## src/rtl/alias_pkg.sv

```systemverilog
package alias_pkg;
    parameter int unsigned AP_ADDR_W   = 32;
    parameter int unsigned AP_TOP_W    = 8;
    parameter int unsigned AP_IDX_W    = 4;
    parameter int unsigned AP_CORES    = 3;
    parameter logic [3:0]  AP_GLOBAL_NIB = 4'h1;
endpackage

```

## src/rtl/alias_decode.sv

```systemverilog
module alias_decode #(
    parameter int unsigned TOP_W     = 8,
    parameter int unsigned IDX_W     = 4,
    parameter int unsigned NUM_CORES = 3
) (
    input  logic [TOP_W-1:0] top_byte,
    input  logic [IDX_W-1:0] idx,
    input  logic             from_core,
    output logic             idx_ok,
    output logic             is_local
);
    localparam logic [IDX_W:0] LIMIT = (IDX_W+1)'(NUM_CORES);

    always_comb begin
        idx_ok   = ({1'b0, idx} < LIMIT);
        is_local = from_core && (top_byte == '0) && idx_ok;
    end
endmodule

```

## src/rtl/alias_remap.sv

```systemverilog
module alias_remap #(
    parameter int unsigned ADDR_W = 32,
    parameter int unsigned TOP_W  = 8,
    parameter int unsigned IDX_W  = 4,
    parameter logic [TOP_W-IDX_W-1:0] PREFIX = '0
) (
    input  logic [ADDR_W-1:0] addr_in,
    input  logic [IDX_W-1:0]  idx,
    input  logic              hit,
    output logic [ADDR_W-1:0] addr_out
);
    localparam int unsigned LOW_W = ADDR_W - TOP_W;

    always_comb begin
        addr_out = addr_in;
        if (hit) begin
            addr_out[ADDR_W-1 -: TOP_W] = {PREFIX, idx};
        end
    end
endmodule

```

## src/rtl/core_alias_xlate.sv

```systemverilog
module core_alias_xlate
    import alias_pkg::*;
#(
    parameter int unsigned ADDR_W    = AP_ADDR_W,
    parameter int unsigned NUM_CORES = AP_CORES,
    parameter bit          REG_OUT   = 1'b1
) (
    input  logic              clk,
    input  logic              rst_n,
    input  logic [3:0]        core_idx,
    input  logic              src_is_core,
    input  logic              req_valid,
    input  logic [ADDR_W-1:0] req_addr,
    output logic              out_valid,
    output logic [ADDR_W-1:0] out_addr,
    output logic              out_aliased,
    output logic              cfg_err
);
    localparam int unsigned TOP_W  = AP_TOP_W;
    localparam int unsigned IDX_W  = AP_IDX_W;
    localparam int unsigned LOW_W  = ADDR_W - TOP_W;
    localparam int unsigned PFX_W  = TOP_W - IDX_W;
    localparam logic [PFX_W-1:0] PREFIX = PFX_W'(AP_GLOBAL_NIB);

    typedef struct packed {
        logic              valid;
        logic              aliased;
        logic              err;
        logic [ADDR_W-1:0] addr;
    } xl_t;

    logic              idx_ok;
    logic              is_local;
    logic [ADDR_W-1:0] mapped;
    xl_t               stage_d;
    xl_t               stage_q;

    alias_decode #(
        .TOP_W     (TOP_W),
        .IDX_W     (IDX_W),
        .NUM_CORES (NUM_CORES)
    ) u_dec (
        .top_byte  (req_addr[ADDR_W-1 -: TOP_W]),
        .idx       (core_idx),
        .from_core (src_is_core),
        .idx_ok    (idx_ok),
        .is_local  (is_local)
    );

    alias_remap #(
        .ADDR_W (ADDR_W),
        .TOP_W  (TOP_W),
        .IDX_W  (IDX_W),
        .PREFIX (PREFIX)
    ) u_map (
        .addr_in  (req_addr),
        .idx      (core_idx),
        .hit      (is_local),
        .addr_out (mapped)
    );

    always_comb begin
        stage_d         = '0;
        stage_d.valid   = req_valid;
        stage_d.aliased = req_valid && is_local;
        stage_d.err     = !idx_ok;
        stage_d.addr    = mapped;
    end

    generate
        if (REG_OUT) begin : g_reg
            always_ff @(posedge clk or negedge rst_n) begin
                if (!rst_n) begin
                    stage_q <= '0;
                end else begin
                    stage_q <= stage_d;
                end
            end

            // strobe appears one cycle later
            assert_valid_delay_R7: assert property (@(posedge clk) disable iff (!rst_n)
                req_valid |=> out_valid);
            assert_idle_delay_R8: assert property (@(posedge clk) disable iff (!rst_n)
                !req_valid |=> !out_valid);
            assert_low_kept_R3: assert property (@(posedge clk) disable iff (!rst_n)
                1'b1 |=> out_addr[LOW_W-1:0] == $past(req_addr[LOW_W-1:0]));
            assert_noncore_pass_R5: assert property (@(posedge clk) disable iff (!rst_n)
                !src_is_core |=> (out_addr == $past(req_addr)) && !out_aliased);
            assert_err_follows_R6: assert property (@(posedge clk) disable iff (!rst_n)
                (core_idx >= 4'(NUM_CORES)) |=> cfg_err);
        end else begin : g_comb
            assign stage_q = stage_d;
        end
    endgenerate

    assign out_valid   = stage_q.valid;
    assign out_aliased = stage_q.aliased;
    assign cfg_err     = stage_q.err;
    assign out_addr    = stage_q.addr;

    assert_alias_prefix_R2: assert property (@(posedge clk) disable iff (!rst_n)
        out_aliased |-> out_addr[ADDR_W-1 -: PFX_W] == PREFIX);
    assert_err_no_alias_R6: assert property (@(posedge clk) disable iff (!rst_n)
        cfg_err |-> !out_aliased);
    assert_alias_needs_valid_R8: assert property (@(posedge clk) disable iff (!rst_n)
        !out_valid |-> !out_aliased);
endmodule

```

## config.mk

```make
export PLATFORM = sky130hd
export DESIGN_NAME = core_alias_xlate
export DESIGN_NICKNAME = d
export VERILOG_FILES = /design/src/rtl/alias_pkg.sv /design/src/rtl/alias_decode.sv /design/src/rtl/alias_remap.sv /design/src/rtl/core_alias_xlate.sv
export SDC_FILE = /design/constraint.sdc
export NUM_CORES = 1
export LEC_CHECK = 0
export BUFFER_PORTS_ARGS = -buffer_cell sky130_fd_sc_hd__buf_2
export CAP_MARGIN = 20
export CORE_MARGIN = 4
export CORE_UTILIZATION = 26
export CTS_BUF_LIST = sky130_fd_sc_hd__clkbuf_8
export DETAILED_ROUTE_END_ITERATION = 12
export HOLD_SLACK_MARGIN = 0.1
export PLACE_DENSITY_LB_ADDON = 0.15
export SLEW_MARGIN = 20
export SYNTH_ARGS = -nofsm -noshare
export SYNTH_HDL_FRONTEND = slang
export SYNTH_HIERARCHICAL = 1
export SYNTH_SLANG_ARGS = --single-unit
```

## constraint.sdc

```tcl
create_clock -name clk -period 0.8 [get_ports clk]
set_input_delay 0.04 -clock clk [delete_from_list [all_inputs] [get_ports clk]]
set_output_delay 0.04 -clock clk [all_outputs]
set_load 0.005 [all_outputs]
```

* Word level (Yosys, flattened, before mapping) *
Index checks and enable logic that the tools add are counted.

cells by class
  magnitude comparators = 1
  reduce and logical (&&, ||, !) cells = 5
  multiplexer cells = 1

operators with widths
  cell                                                                   count
  8-bit zero test                                                        1
  8-bit two-way mux                                                      1
  4-bit by 2-bit < comparator with 1-bit output (second input constant)  1
  1-bit logical AND                                                      3
  1-bit zero test                                                        1

word-level totals
  word-level logic and storage cells = 11
  flip-flop bits (word level) = 35
  output and inout bits = 35
  bits of input ports = 40

* Logic depth before layout (Yosys ltp) *
Gate-level depths: netlist of the first run.

  depth in word-level cells = 4
  mapped depth = 4

* By module *
The synthesis of the first run kept the hierarchy.

by module, submodules not included
  module            instances  cells each  area each (µm²)
  core_alias_xlate  1          37          885.8
  alias_remap       1          33          284.0
  alias_decode      1          5           38.8

* Worst setup path before layout of the first run *
OpenSTA, ideal clock, no wires.

  path type = input-to-reg
  start point = input req_addr[28]
  end point = register stage_q, in the netlist out_addr[24]
  setup slack = -257 ps
  stages on the path = 4
  data arrival time = 932 ps
  path through = nor4b_1 -> and4_1 -> buf_6 -> mux2_4

on the way
  word-level cells in the longest chain between the ends = 4

RTL lines
  what                             line                    RTL
  start: declaration               core_alias_xlate.sv:13  input logic [ADDR_W-1:0] req_addr,
  8-bit zero test                  alias_decode.sv:16      is_local = from_core && (top_byte == '0) && idx_ok;
  1-bit logical AND (2 in series)  alias_decode.sv:16
  named net is_local               core_alias_xlate.sv:33  logic is_local;
  8-bit two-way mux                alias_remap.sv:16       if (hit) begin
  named net mapped[24]             core_alias_xlate.sv:34  logic [ADDR_W-1:0] mapped;
  end signal: assignment           core_alias_xlate.sv:76  stage_q <= stage_d;
  end: declaration                 core_alias_xlate.sv:36  xl_t stage_q;

The timed path passes the listed nets, and every way through them passes these cells.

* Worst setup path in the final report of the first run *
  start point = input req_addr[31]
  end point = register stage_q, in the netlist out_addr[24]

Same word-level chain as after synthesis.

==> summary.md, run 1 <==
| Metric | Value |
|---|---|
| Status | `finished with violations` |
| Failing checks | `negative setup slack` |
| Synth Flop Type | `dfrtp_1` |
| Largest family of logic cells by synthesized area | `buffers and inverters` |
| Top cells by area, synth | `dfrtp_1, buf_4, mux2_4` |
| Chip Height | `76.2 microns` |
| Fraction of registers with async set/reset | `1.00` |
| Slew margin rel. | `0.878` |
| Most frequent cells after synthesis | `dfrtp_1, buf_4, mux2_4, and2b_2` |
| Fin. Hold Viols | `0` |
| Max-slew violations | `0` |
| FF+latch count, synth | `35` |
| Post-Synth Simple-Gate Area | `0.0538` |
| Worst Hold Class | `in -> reg` |
| Yosys top cell area share | `0.725` |
| Drt via density | `3.89` |
| # fillers | `407` |
| Post-route ant nets | `0` |
| Crit-path cells | `buf_6 -> nor4b_4 -> and4_4 -> buf_6 -> mux2_4` |
| Yosys cell types | `13` |
| CTS Hold Bufs | `35` |
| Non-Filler Instances | `233` |
| # rows | `24` |
| CTS Buf Count | `5` |
| IO Count | `75` |
| Fin crit period | `0.893 ns` |
| Measured slew at the worst slew-check pin | `0.183 ns` |
| Inst Count DP | `182` |
| Post-Synth XOR/XNOR Area | `0` |
| Combinational cell fraction of total power | `0.138` |
| Crit Path Category | `in -> reg` |
| Yosys top cell by area | `dfrtp_1` |
| Total track usage | `0.108` |
| H-tree depth | `2` |
| CTS max path bufs | `2` |
| Initial antenna violation count | `0` |
| Critical Path Source Type | `primary input` |
| Pin count of the biggest net entering global routing | `36` |
| Yosys Warn Count | `6` |
| Pint | `2.77 mW` |
| Worst path slowest cell | `mux2_4` |
| RSZ-0062 raised after global routing | `true` |
| Area occupied by registers | `876 sq um` |
| Antenna Cells | `0` |
| Switching share of total power | `0.220` |
| Gr ovfl total | `0` |
| Leakage | `1.05 nW` |
| Ratio of cells with drive above 1 in the final layout | `0.591` |
| Vias in the first global route | `1,052` |
| Die width | `76.2 microns` |
| Design Power | `3.56 mW` |
| Synth Area per Inst | `16.1 sq um` |
| Drt pass-1 iters | `2` |
| Nets | `220` |
| First-pass GRT wire length | `4930 microns` |
| Setup_tns | `-0.529 ns` |
| Syn Inst Count | `75` |
| Adder-Cell Fraction of Synth Area | `0` |
| Power density over the cells | `1710 nW/um^2` |
| CTS root buffer | `clkbuf_8` |
| Worst setup EP type | `register` |
| CORE AREA | `4410 sq um` |
| Fin util | `0.472` |
| Hold_ws | `0.0826 ns` |
| Iter 0 DRT Violations | `26` |
| CP peak stage delay | `0.29 ns` |
| Wire length per cell | `12.2 microns` |
| Port Buf Inserts | `74` |
| CTS tree | `done` |
| Post-synthesis compound-gate area fraction | `0.0104` |
| Most used cell, CP | `buf_6` |
| Setup slack after layout | `-0.0928 ns` |
| Multiplexer share of the synthesized area | `0.0497` |
| Maxcap violations | `0` |
| Worst Path Arrival | `1.06 ns` |
| Final Setup Violations | `16` |
| Gpl congestion | `0.702` |
| Share of power burned in registers | `0.527` |
| DRC | `0` |
| Die area | `5800 sq um` |
| Clk network pwr share | `0.335` |
| Most common cell in the netlist | `dfrtp_1` |
| Sequential area share after synthesis | `0.725` |
| CP Max Fanout | `5` |
| Synthesized area | `1210 sq um` |
| Ratio of final minimum period to clock period | `1.12` |
| Syn_nets | `115` |
| EDFF count, synth | `0` |
| IR drop worst, VDD | `0.000751 V` |
| Dpl hpwl | `1890 microns` |
| Area of the multi-input gates | `168 sq um` |
| CTS clock-pin slew for the worst setup and hold paths | `0.07 ns` |
| Net switching power | `0.782 mW` |
| Worst Path Required | `0.97 ns` |
| Starting Density | `0.274` |
| Clk sinks | `35` |
| DR vias | `906` |
| Area grow syn2layout | `72.3%` |
| WL final | `2840 microns` |
| Max Clk Rate | `1120 MHz` |
-- critical path: cells and delay by family --
| kind | cells | cell delay [ns] |
|---|---|---|
| buffers and inverters | 2 | 0.22 |
| multiplexers | 1 | 0.29 |
| AND/OR/NAND/NOR | 2 | 0.50 |
-- cell type report --
type,count,share of cell area
clock buffer,5,0.0331
inverter,1,0.00180
sequential,35,0.421
timing repair buffer,123,0.425
tap,52,0.0312
clock inverter,3,0.00721
multi-input combinational,14,0.0805
-- path summary, 6_finish.rpt --
check                        startpoint                     end  slack (ns)  depth (start not counted)
max                        req_addr[31]  out_addr[24]$_DFF_PN0_       -0.09                          5
min                         core_idx[0]  out_addr[24]$_DFF_PN0_        0.08                          3
max in group asynchronous         rst_n  out_addr[23]$_DFF_PN0_        0.37                          3
min in group asynchronous         rst_n   out_addr[0]$_DFF_PN0_        0.25                          3
-- cell families (layout without fill, tap and decap cells) --
logic type             after synthesis  count (layout)
flip-flops                          35              35
buffers and inverters               26             132
AND/OR/NAND/NOR                      9               9
multiplexers                         4               4
AO/OA/AOI/OAI                        1               1
-- power groups by stage --
stage | clock [mW] | sequential, mW | combinational [mW]
floorplan | 0 | 1.93 | 0.113
global placement | 0 | 1.91 | 0.300
detailed placement | 0 | 1.91 | 0.307
CTS | 1.27 | 1.87 | 0.471
global route | 1.35 | 1.88 | 0.542
finish | 1.19 | 1.87 | 0.492
-- per-stage QoR --
| stage | cell area [sq um] | worst slack, ns |
|---|---|---|
| CTS | 2040 | -0.0777 |
| global route | 2080 | -0.114 |
| floorplan | 1210 | -0.235 |
| detailed placement | 1520 | -0.425 |
| finish | 2080 | -0.0928 |
| global placement | 1520 | -0.392 |
-- cells in the final DEF (no fill, tap or decap) --
| master | n |
|---|---|
| or2_1 | 1 |
| dlygate4sd3_1 | 35 |
| buf_4 | 8 |
| mux2_4 | 4 |
| and4_4 | 1 |
| nor2_1 | 1 |
| dfrtp_1 | 35 |
| clkbuf_8 | 5 |
| inv_1 | 1 |
| nor3_2 | 1 |
| buf_8 | 1 |
| buf_12 | 1 |
| clkinv_2 | 3 |
| nor4b_4 | 1 |
| and2b_2 | 3 |
| and2_1 | 1 |
| buf_6 | 8 |
| a211oi_4 | 1 |
| buf_2 | 70 |
-- sequential cells by signal, summed over array words and instances, names as in the netlist --
signal,flops
out_valid,1
cfg_err,1
out_aliased,1
out_addr,32
-- routing by layer --
layer,vias to the layer above,global-route usage,share of wire
met2,57,0.175,0.49
met5,-,0,0
li1,421,-,-
met1,423,0.107,0.35
met4,0,0.0472,0.017
met3,5,0.0721,0.14
-- what timing repair did --
action | in CTS | in global routing
gates cloned | 0 | 0
setup endpoints to repair | 40 | 44
setup buffers | 8 | 1
resized for setup | 5 | 9
pin swaps | 3 | 3
endpoints found under the hold margin | 69 | 3
No activity file was read; power rests on OpenSTA's default activity.
==> run 2, diff against run 1 <==
--- a/config.mk
+++ b/config.mk
@@ -5,16 +5,16 @@
 export SDC_FILE = /design/constraint.sdc
 export NUM_CORES = 1
 export LEC_CHECK = 0
-export BUFFER_PORTS_ARGS = -buffer_cell sky130_fd_sc_hd__buf_2
 export CAP_MARGIN = 20
+export CORE_ASPECT_RATIO = 1.1
 export CORE_MARGIN = 4
 export CORE_UTILIZATION = 26
 export CTS_BUF_LIST = sky130_fd_sc_hd__clkbuf_8
 export DETAILED_ROUTE_END_ITERATION = 12
+export DONT_BUFFER_PORTS = 1
 export HOLD_SLACK_MARGIN = 0.1
 export PLACE_DENSITY_LB_ADDON = 0.15
 export SLEW_MARGIN = 20
 export SYNTH_ARGS = -nofsm -noshare
 export SYNTH_HDL_FRONTEND = slang
-export SYNTH_HIERARCHICAL = 1
 export SYNTH_SLANG_ARGS = --single-unit
==> run 2 against run 1 <==
Utilization is 8.1 points lower; first-iteration DRC count decreased by 38%; clock power hardly changed; the run ends with negative hold slack left; cell count is 42% lower; synthesized cell count is 28% lower; via count down 38%; worst setup slack improved by 0.15 ns; fmax grew 19%.
==> summary.md, run 2 <==
| Metric | Value |
|---|---|
| Slew margin rel. | `0.826` |
| CTS root buffer | `clkbuf_8` |
| CTS clock-pin slew for the worst setup and hold paths | `0.06 ns` |
| Most frequent cells after synthesis | `dfrtp_1, clkbuf_1, inv_1, o41ai_1` |
| DR vias | `558` |
| Fin. Hold Viols | `45` |
| Chip Height | `73.1 microns` |
| Pin count of the biggest net entering global routing | `36` |
| Antenna Cells | `0` |
| EDFF count, synth | `0` |
| Area occupied by registers | `876 sq um` |
| Gpl congestion | `0.593` |
| Area grow syn2layout | `43.8%` |
| Syn_nets | `94` |
| Most common cell in the netlist | `dfrtp_1` |
| Top cells by area, synth | `dfrtp_1, o41ai_1, or3b_2` |
| Vias in the first global route | `626` |
| Synth Flop Type | `dfrtp_1` |
| Nets | `125` |
| Max Clk Rate | `1340 MHz` |
| Most frequent cells in the layout | `dfrtp_1, dlygate4sd3_1, clkbuf_8` |
| Final Setup Violations | `0` |
| Initial antenna violation count | `0` |
| Sequential area share after synthesis | `0.875` |
| CP Max Fanout | `2` |
| Post-route ant nets | `0` |
| Iter 0 DRT Violations | `16` |
| Most common cell after layout, fill and taps aside | `dfrtp_1` |
| WL final | `2110 microns` |
| Starting Density | `0.272` |
| Area of the multi-input gates | `114 sq um` |
| Fin util | `0.391` |
| H-tree depth | `2` |
| # fillers | `358` |
| Status | `finished with violations` |
| CTS tree | `done` |
| Critical Path Source Type | `primary input` |
| DRC | `0` |
| Ratio of cells with drive above 1 in the final layout | `0.176` |
| Synthesized area | `1000 sq um` |
| Wire length per cell | `15.6 microns` |
| Ratio of final minimum period to clock period | `0.934` |
| IR drop worst, VDD | `0.000687 V` |
| Fin crit period | `0.747 ns` |
| Drt via density | `4.13` |
| Yosys top cell area share | `0.875` |
| Die area | `4910 sq um` |
| Max FFs per register | `32` |
| Crit Path Category | `in -> reg` |
| Die width | `67.2 microns` |
| Non-Filler Instances | `135` |
| Leakage | `0.624 nW` |
| CTS Buf Count | `5` |
| Hold_ws | `-0.542 ns` |
| Worst Hold Class | `in -> async` |
| Maxcap violations | `0` |
| Gr ovfl total | `0` |
| Syn Inst Count | `54` |
| Yosys top cell by area | `dfrtp_1` |
| RSZ-0062 raised after global routing | `false` |
| Fraction of registers with async set/reset | `1.00` |
| # rows | `23` |
| Port Buf Inserts | `0` |
| First-pass GRT wire length | `3040 microns` |
| Clk sinks | `35` |
| Worst Path Arrival | `0.92 ns` |
| Failing checks | `negative hold slack` |
| CORE AREA | `3680 sq um` |
| IO Count | `75` |
| Power density over the cells | `2270 nW/um^2` |
| CTS max path bufs | `2` |
| Worst Path Required | `0.97 ns` |
| Yosys Warn Count | `0` |
| FF+latch count, synth | `35` |
| Inst Count DP | `100` |
| Setup slack after layout | `0.0526 ns` |
| Design Power | `3.26 mW` |
| Dpl hpwl | `1440 microns` |
| Total track usage | `0.0894` |
| Synth Area per Inst | `18.5 sq um` |
| Drt pass-1 iters | `3` |
| CTS Hold Bufs | `28` |
| Worst setup EP type | `register` |
| Max-slew violations | `0` |
| Measured slew at the worst slew-check pin | `0.259 ns` |
| Yosys cell types | `11` |
| Dpl ws | `-0.151 ns` |
## run 2: cell types whose count changed in the layout (fill, tap and decap cells not counted), sizes merged, moves of 2 or more
cell,before,now
dlygate4sd3,35,28
or3b,0,2
and2b,3,0
nand2b,0,2
inv,1,3
mux2,4,0
clkinv,3,1
o41ai,0,3
buf,88,1
## run 2: power by group
part,leakage (nW),internal [mW],switching (mW)
registers,0.408,1.86,0.0470
logic,0.168,0.115,0.0401
clock network,0.0470,0.673,0.528
total,0.624,2.65,0.615
## run 2: worst max path at each step
| stage | endpoint | startpoint |
|---|---|---|
| floorplan | out_addr[24]$_DFF_PN0_ | req_addr[31] |
| global placement | out_addr[24]$_DFF_PN0_ | req_addr[31] |
| detailed placement | out_addr[24]$_DFF_PN0_ | req_addr[31] |
| CTS | out_addr[25]$_DFF_PN0_ | core_idx[1] |
| global route | out_addr[25]$_DFF_PN0_ | core_idx[1] |
| finish | out_addr[25]$_DFF_PN0_ | core_idx[1] |
## run 2: metal layers
layer	wire [microns]	part of all wire	global-route usage	up-vias
li1	-	-	-	231
met1	686	0.32	0.0821	265
met2	1030	0.49	0.146	56
met3	357	0.17	0.0616	6
met4	38	0.018	0.0473	0
met5	0	0	0	-
## run 2: what timing repair did
| action | CTS | global route |
|---|---|---|
| buffers inserted | 0 | 0 |
| endpoints found under the hold margin | 69 | 45 |
| resized for setup | 0 | 0 |
## run 2: kinds of logic (layout without fill, tap and decap cells)
family	count (synthesis)	in the layout	share of synthesized area
AO/OA/AOI/OAI	4	4	0.0350
buffers and inverters	8	39	0.0362
flip-flops	35	35	0.875
AND/OR/NAND/NOR	7	7	0.0538
## run 2: through the flow
stage               area, sq um  hold WS (ns)  TNS (ns)
floorplan                  1030        -0.256    -0.286
global placement           1070        -0.255    -0.412
detailed placement         1070        -0.255    -0.518
CTS                        1440        -0.560         0
global route               1440        -0.579         0
finish                     1440        -0.542         0
## run 2: cell type report
type | count | share of cell area
Timing Repair Buffer | 29 | 0.200
Clock inverter | 1 | 0.00348
Clock buffer | 6 | 0.0574
Inverter | 3 | 0.00783
Multi-Input combinational cell | 11 | 0.0791
Tap cell | 50 | 0.0435
Sequential cell | 35 | 0.609
## run 2: critical path, stage by stage
cell	delay (ns)
dlygate4sd3_1	0.52
nand2b_1	0.07
o41ai_2	0.29
==> run 3, diff against run 2 <==
--- a/config.mk
+++ b/config.mk
@@ -9,9 +9,9 @@
 export CORE_ASPECT_RATIO = 1.1
 export CORE_MARGIN = 4
 export CORE_UTILIZATION = 26
-export CTS_BUF_LIST = sky130_fd_sc_hd__clkbuf_8
 export DETAILED_ROUTE_END_ITERATION = 12
 export DONT_BUFFER_PORTS = 1
+export GPL_TIMING_DRIVEN = 0
 export HOLD_SLACK_MARGIN = 0.1
 export PLACE_DENSITY_LB_ADDON = 0.15
 export SLEW_MARGIN = 20
==> constraint.sdc (replaced) <==
create_clock -name clk -period 0.9 [get_ports clk]
set_input_delay 0.045 -clock clk [delete_from_list [all_inputs] [get_ports clk]]
set_output_delay 0.045 -clock clk [all_outputs]
set_load 0.005 [all_outputs]
==> run 3 against run 2 <==
The run still ends with negative hold slack left; critical path depth unchanged; count of clock-buffer cells in the layout down 1; via count up 9.9%; worst setup slack worse by 0.0032 ns; routed wire length up 1.3%; highest routed layer unchanged.
==> summary.md, run 3 (synthesis gave the netlist of run 2 again) <==
| Metric | Value |
|---|---|
| Area grow syn2layout | `59.4%` |
| Gpl congestion | `0.602` |
| CP peak stage delay | `0.56 ns` |
| Final Setup Violations | `0` |
| CTS Buf Count | `5` |
| Worst Path Required | `1.08 ns` |
| Failing checks | `negative hold slack` |
| Crit-path cells | `nand2b_1 -> dlygate4sd3_1 -> o41ai_2` |
| CORE AREA | `3680 sq um` |
| WL final | `2140 microns` |
| Max-slew violations | `0` |
| Clk sinks | `35` |
| Starting Density | `0.272` |
| Max FFs per register | `32` |
| Non-Filler Instances | `148` |
| Ratio of cells with drive above 1 in the final layout | `0.163` |
| Worst Hold Class | `in -> reg` |
| Max Clk Rate | `1180 MHz` |
| Worst Path Arrival | `1.03 ns` |
| Setup bufs post-CTS | `0` |
| CTS clock-pin slew for the worst setup and hold paths | `0.07 ns` |
| H-tree depth | `2` |
| Fin crit period | `0.851 ns` |
| Post-route ant nets | `0` |
| Critical Path Source Type | `primary input` |
| Initial antenna violation count | `0` |
| Chip Height | `73.1 microns` |
| Port Buf Inserts | `0` |
| Most common cell after layout, fill and taps aside | `dlygate4sd3_1` |
| Measured slew at the worst slew-check pin | `0.250 ns` |
| Gr ovfl total | `0` |
| Total track usage | `0.0905` |
| Antenna Cells | `0` |
| Slew margin rel. | `0.831` |
| Die area | `4910 sq um` |
| # rows | `23` |
| CTS root buffer | `clkbuf_8` |
| Hold_ws | `-0.211 ns` |
| CP Max Fanout | `4` |
| Status | `finished with violations` |
| Net switching power | `0.631 mW` |
| Nets | `137` |
| Maxcap violations | `0` |
| Share of power burned in registers | `0.480` |
| Combinational cell fraction of total power | `0.058` |
| Iter 0 DRT Violations | `9` |
| CP delay by family, top | `buffers and inverters` |
| First-pass GRT wire length | `3110 microns` |
| Switching share of total power | `0.179` |
| Crit Path Category | `in -> reg` |
| Fin. Hold Viols | `5` |
| Most frequent cells in the layout | `dlygate4sd3_1, dfrtp_1, clkbuf_8` |
| Worst setup EP type | `register` |
| Clk network pwr share | `0.462` |
| Inst Count DP | `104` |
| Pint | `2.89 mW` |
| Drt via density | `4.14` |
| DRC | `0` |
| CTS max path bufs | `2` |
| CP bufs+invs | `1` |
| Worst path slowest cell | `dlygate4sd3_1` |
| CTS tree | `done` |
| DR vias | `613` |
| IO Count | `75` |
| Pin count of the biggest net entering global routing | `36` |
| RSZ-0062 raised after global routing | `false` |
| Die width | `67.2 microns` |
| Wire length per cell | `14.4 microns` |
| Leakage | `0.681 nW` |
| IR drop worst, VDD | `0.000620 V` |
| Drt pass-1 iters | `2` |
| Vias in the first global route | `666` |
| Power density over the cells | `2210 nW/um^2` |
| Ratio of final minimum period to clock period | `0.945` |
## run 3: cell types whose count changed in the layout (fill, tap and decap cells not counted)
cell | previous run | this run
dlygate4sd3_1 | 28 | 36
clkbuf_1 | 0 | 4
bufinv_16 | 0 | 2
buf_12 | 0 | 1
buf_4 | 1 | 0
clkbuf_8 | 6 | 5
clkinv_2 | 1 | 0
clkinvlp_4 | 0 | 1
## run 3: cell type report
| type | count | area (sq um) |
|---|---|---|
| Clock buffer | 5 | 68.8 |
| Buffer | 5 | 25.0 |
| Timing Repair Buffer | 36 | 370 |
| Inverter | 3 | 11.3 |
| Sequential cell | 35 | 876 |
| Multi-Input combinational cell | 11 | 114 |
| Clock inverter | 3 | 67.6 |
| Fill cell | 356 | 2090 |
| Tap cell | 50 | 62.6 |
## run 3: worst paths after layout
check,startpoint,to,slack [ns],depth (start not counted)
setup / recovery,req_addr[24],out_addr[25]$_DFF_PN0_,0.05,3
max in group asynchronous,rst_n,out_addr[20]$_DFF_PN0_,0.52,2
min in group asynchronous,rst_n,out_addr[13]$_DFF_PN0_,0.21,2
hold / removal,req_valid,out_valid$_DFF_PN0_,-0.21,0
## run 3: metrics by stage
stage / area, sq um / utilization / setup WS (ns) / TNS (ns) / total power, mW
after global routing: 1600 / 0.433 / 0.0439 / 0 / 3.69
after global placement: 1090 / 0.296 / -0.0674 / -0.141 / 1.77
final: 1600 / 0.433 / 0.0494 / 0 / 3.52
after floorplan: 1030 / - / 0.0143 / 0 / 1.75
after CTS: 1580 / 0.428 / 0.0595 / 0 / 3.59
after detailed placement: 1090 / 0.296 / -0.0745 / -0.179 / 1.77
## run 3: power groups by stage
| stage | Clock (mW) | Combinational, mW | Sequential [mW] |
|---|---|---|---|
| after global placement | 0 | 0.0464 | 1.72 |
| after global routing | 1.76 | 0.227 | 1.70 |
| after detailed placement | 0 | 0.0465 | 1.72 |
| after CTS | 1.70 | 0.203 | 1.69 |
| after floorplan | 0 | 0.0410 | 1.71 |
| final | 1.63 | 0.204 | 1.69 |
## run 3: metal layers
metal,vias up,global-route usage,wire length [microns]
met3,7,0.0709,413
li1,258,-,-
met1,291,0.0796,655
met4,0,0.0473,40
met2,57,0.146,1030
met5,-,0,0
## run 3: timing repair
| item | 4_1_cts | 5_1_grt |
|---|---|---|
| hold buffers | 34 | 2 |
| hold endpoints to repair | 69 | 6 |
| endpoints found under the setup margin | 0 | 0 |
| gates resized for setup | 0 | 0 |
